===== config.mk =====
export PLATFORM = sky130hd
export DESIGN_NAME = mul_issue_ilk
export DESIGN_NICKNAME = d
export VERILOG_FILES = /design/src/rtl/mul_ilk_pkg.sv /design/src/rtl/mul_ilk_track.sv /design/src/rtl/mul_ilk_hazard.sv /design/src/rtl/mul_issue_ilk.sv
export SDC_FILE = /design/constraint.sdc
export NUM_CORES = 1
export LEC_CHECK = 0
export BUFFER_PORTS_ARGS = -buffer_cell sky130_fd_sc_hd__buf_2
export CAP_MARGIN = 20
export CORE_MARGIN = 2
export CORE_UTILIZATION = 40
export CTS_CLUSTER_DIAMETER = 150
export DETAILED_ROUTE_END_ITERATION = 10
export GPL_TIMING_DRIVEN = 0
export PLACE_DENSITY_LB_ADDON = 0.08
export REMOVE_ABC_BUFFERS = 1
export SLEW_MARGIN = 20
export SYNTH_ARGS = -nofsm -noshare
export SYNTH_HDL_FRONTEND = slang
export SYNTH_SLANG_ARGS = --single-unit

===== constraint.sdc =====
create_clock -name clk -period 2.2 [get_ports clk]
set_clock_uncertainty 0.2 [all_clocks]
set_input_delay 0.22 -clock clk [delete_from_list [all_inputs] [get_ports clk]]
set_output_delay 0.22 -clock clk [all_outputs]
set_load 0.02 [all_outputs]

===== src/rtl/mul_ilk_pkg.sv =====
package mul_ilk_pkg;
  parameter int unsigned ILK_REG_W = 5;

  typedef logic [ILK_REG_W-1:0] reg_idx_t;

  typedef struct packed {
    logic     vld;
    reg_idx_t dst;
  } mul_slot_t;

  typedef enum logic [1:0] {
    HZ_NONE  = 2'd0,
    HZ_ORDER = 2'd1,
    HZ_RAW   = 2'd2
  } hz_cause_e;
endpackage


===== src/rtl/mul_ilk_track.sv =====
module mul_ilk_track
  import mul_ilk_pkg::*;
#(
  parameter int unsigned MUL_STAGES = 4
) (
  input  logic                        clk,
  input  logic                        rst_n,
  input  logic                        push,
  input  reg_idx_t                    push_dst,
  output mul_slot_t [MUL_STAGES-1:0]  slots
);
  mul_slot_t [MUL_STAGES-1:0] slots_q;

  always_ff @(posedge clk) begin
    if (!rst_n) begin
      slots_q <= '0;
    end else begin
      slots_q[0].vld <= push;
      slots_q[0].dst <= push ? push_dst : '0;
      for (int k = 1; k < MUL_STAGES; k++) begin
        slots_q[k] <= slots_q[k-1];
      end
    end
  end

  assign slots = slots_q;
endmodule


===== src/rtl/mul_ilk_hazard.sv =====
module mul_ilk_hazard
  import mul_ilk_pkg::*;
#(
  parameter int unsigned MUL_STAGES = 4,
  parameter int unsigned ALU_STAGES = 1
) (
  input  mul_slot_t [MUL_STAGES-1:0] slots,
  input  logic                       is_mul,
  input  reg_idx_t                   src_a,
  input  logic                       src_a_en,
  input  reg_idx_t                   src_b,
  input  logic                       src_b_en,
  output logic                       order_block,
  output logic                       raw_block
);
  // A slot blocks a short instruction while that instruction's writeback
  // would not land strictly after the multiply's.
  localparam int unsigned ORDER_LIM = MUL_STAGES - ALU_STAGES;
  // A result becomes available for forwarding at the end of the last stage.
  localparam int unsigned RAW_LIM   = MUL_STAGES - 1;

  logic [MUL_STAGES-1:0] order_hit;
  logic [MUL_STAGES-1:0] raw_hit;
  logic                  a_live;
  logic                  b_live;

  assign a_live = src_a_en && (src_a != '0);
  assign b_live = src_b_en && (src_b != '0);

  for (genvar k = 0; k < MUL_STAGES; k++) begin : g_slot
    if (k < ORDER_LIM) begin : g_ord
      assign order_hit[k] = slots[k].vld;
    end else begin : g_no_ord
      assign order_hit[k] = 1'b0;
    end
    if (k < RAW_LIM) begin : g_raw
      assign raw_hit[k] = slots[k].vld &&
                          ((a_live && (src_a == slots[k].dst)) ||
                           (b_live && (src_b == slots[k].dst)));
    end else begin : g_no_raw
      assign raw_hit[k] = 1'b0;
    end
  end

  assign order_block = !is_mul && (|order_hit);
  assign raw_block   = |raw_hit;
endmodule


===== src/rtl/mul_issue_ilk.sv =====
module mul_issue_ilk
  import mul_ilk_pkg::*;
#(
  parameter int unsigned MUL_STAGES = 4,
  parameter int unsigned ALU_STAGES = 1
) (
  input  logic                 clk,
  input  logic                 rst_n,
  input  logic                 dec_valid,
  input  logic                 dec_is_mul,
  input  logic [ILK_REG_W-1:0] dec_dst,
  input  logic [ILK_REG_W-1:0] dec_src_a,
  input  logic                 dec_src_a_en,
  input  logic [ILK_REG_W-1:0] dec_src_b,
  input  logic                 dec_src_b_en,
  output logic                 iss_grant,
  output logic                 iss_stall
);
  mul_slot_t [MUL_STAGES-1:0] slots;
  logic                       order_block;
  logic                       raw_block;
  logic                       push;
  hz_cause_e                  cause;

  mul_ilk_track #(.MUL_STAGES(MUL_STAGES)) u_track (
    .clk      (clk),
    .rst_n    (rst_n),
    .push     (push),
    .push_dst (dec_dst),
    .slots    (slots)
  );

  mul_ilk_hazard #(.MUL_STAGES(MUL_STAGES), .ALU_STAGES(ALU_STAGES)) u_hazard (
    .slots       (slots),
    .is_mul      (dec_is_mul),
    .src_a       (dec_src_a),
    .src_a_en    (dec_src_a_en),
    .src_b       (dec_src_b),
    .src_b_en    (dec_src_b_en),
    .order_block (order_block),
    .raw_block   (raw_block)
  );

  always_comb begin
    cause = HZ_NONE;
    if (raw_block)        cause = HZ_RAW;
    else if (order_block) cause = HZ_ORDER;
  end

  assign iss_grant = dec_valid && (cause == HZ_NONE);
  assign iss_stall = dec_valid && (cause != HZ_NONE);
  // Writes to register 0 change no state, so they need no tracking.
  assign push      = iss_grant && dec_is_mul && (dec_dst != '0);
endmodule


==> reports/qor.csv <==
metric;value;unit
cts-root-buf;clkbuf_4;
seq_area;365;um^2
firstDrtPassIters;4;
netlist_top_cells_area;dfxtp_1 (38%), xor2_1 (18%), and2_1 (9.9%);
wl;2280;um
cpPeakStageDelay;350;ps
power;0.600;mW
core-area;2230;um^2
tightest_slew;300;ps
power_density;488;nW/um^2
place.gp.congestion;0.855;
slew_headroom;79.8;%
seq_area_frac_synth;37.9;%
worstReg2RegStart;u_track.slots[6];
holdPathStages;3;
final-setup-viol-count;2;
std_cell_rows;17;
insertion_delay;270;ps
ys_types;20;
finalCritPeriodShare;102;%
min_from;dec_is_mul;
violations;negative setup slack;
grt_pass1_vias;817;
synth.most_common_cell;xor2_1;
diodes;0;
vias_per_cell;5.16;
largest_reg_flops;18;
crit_path_end_kind;output port;
synth_cells;98;
grt_max_degree;14;
finalSetupTns;-37.9;ps
startpoint;u_track.slots[6];
p_leak;0.527;nW
ys.warnings.count;0;
drive_above_1_share;33.1;%
rsz0062_at_grt;yes;
postRouteAntennaNets;0;
cts-htree-levels;1;
crit_type;flip-flop to output port;
fillers;214;
grt_pass1_wl;3550;um
required;1780;ps
cts_buffers;3;
cpMaxStageDelayCell;dfxtp_1;
max_freq;448;MHz
cts.sinks;18;
final_nets;153;
initialDrtViolationCount;6;
crit_chain;xor2_1, nor4_2, a32oi_1, o221ai_2, o21a_1, buf_6;
clockBufferDepth;2;
die_h;52.8;um
crit_path_start_kind;flip-flop;
maxCapViolations;0;
yosys.area.top_type;dfxtp_1;
avgSynthCellArea;9.70;um^2
synth-edff-count;0;
wl_per_cell;14.4;um
io_buffers;22;
gr-usage-all-layers;18.1;%
multi_input_area;602;um^2
reg2reg_depth;6;
slew_viol_final;0;
antenna_found_initial;0;
timing.final.crit_period;2230;ps
cp_max_fo;3;
arrival;1810;ps
layout_setup_ws;-34.0;ps
ios;23;
clk_pin_slew;90;ps
fp.dieW;52.8;um
irDropWorstVdd;0.000263;V
status;finished with violations;
synth-main-ff-cell;dfxtp_1;
hp-class;input pin to flip-flop;
syn2layout_area_growth;29.5;%
cts_tree;yes;
start_util;42.6;%
synth_common_cells;xor2_1 (20), dfxtp_1 (18), and2_1 (15), xnor2_1 (10), nand3_1 (7);
vias;815;
drc;0;
netlist.area_leader.share;37.9;%
synthesis.area;951;um^2
hold_viol_final;0;
ys_seq_elements;18;
grt-ovfl-total;0;
synth-async-reset-ratio;0;%
die_area;2780;um^2
-- what timing repair did --
item	in CTS	in global routing
hold buffers	5	0
gates resized for setup	5	6
buffers inserted	4	1
setup endpoints to repair	2	2
hold endpoints to repair	5	0
pin swaps	5	4
-- critical path, delay by kind of cell (launching register included) --
family	cells	cell delay [ps]
XOR/XNOR	1	170
buffers and inverters	1	110
flip-flops	1	350
AO/OA/AOI/OAI	3	550
AND/OR/NAND/NOR	1	340
-- metrics by stage --
step                setup slack [ps]  cell area (um^2)  utilization (%)  cells  hold WS, ps
finish                         -34.0              1230             55.1    158         41.2
detailed placement             -91.5              1080             48.5    145          287
floorplan                        188               938                -     95          147
global route                   -93.8              1230             55.1    158         48.2
global placement               -39.2              1080             48.5    145          288
CTS                            -40.5              1200             53.6    157         43.1
-- routing by layer --
metal  routed length (um)  part of all wire [%]  global-route usage, %  vias to the layer above
li1                     -                     -                      -                      406
met1                  983                    43                   20.8                      378
met2                 1150                    50                   31.7                       25
met3                   92                   4.0                   2.86                        6
met4                   55                   2.4                   9.40                        0
met5                    0                     0                      0                        -
-- power by group --
part           switching [mW]  internal (mW)  leakage (nW)
combinational          0.0568         0.0553         0.365
sequential            0.00633          0.332         0.148
clock                  0.0861         0.0633        0.0138
total                   0.149          0.451         0.527
-- logic make-up after synthesis --
group	count (synthesis)	share of synthesized area (%)
AO/OA/AOI/OAI	10	9.48
AND/OR/NAND/NOR	37	23.7
buffers and inverters	3	1.31
XOR/XNOR	30	27.6
flip-flops	18	37.9
-- final timing paths --
path	end	slack [ps]
worst max-delay path	iss_stall	-30
worst min-delay path	u_track.slots[3]	40
worst max register to register	u_track.slots[3]	390
worst min register to register	u_track.slots[14]	310
-- layout by cell type, fill, tap and decap left out, types with 2 or more instances in the layout --
master	instances
dfxtp_2	4
dfxtp_1	14
nor4_2	2
nor3_1	6
xor2_1	19
buf_2	20
nor4_1	3
xnor2_1	10
a32oi_1	2
clkbuf_4	3
dlygate4sd3_1	5
or4_1	2
buf_4	6
nand3_1	7
o21ai_2	2
and2_1	15
-- final cells by class --
type	instances	area share [%]
Multi-Input combinational cell	77	48.9
Sequential cell	18	29.7
Timing Repair Buffer	32	16.8
Tap cell	28	2.85
Clock buffer	3	1.83
(Power assumes the default switching activity.)
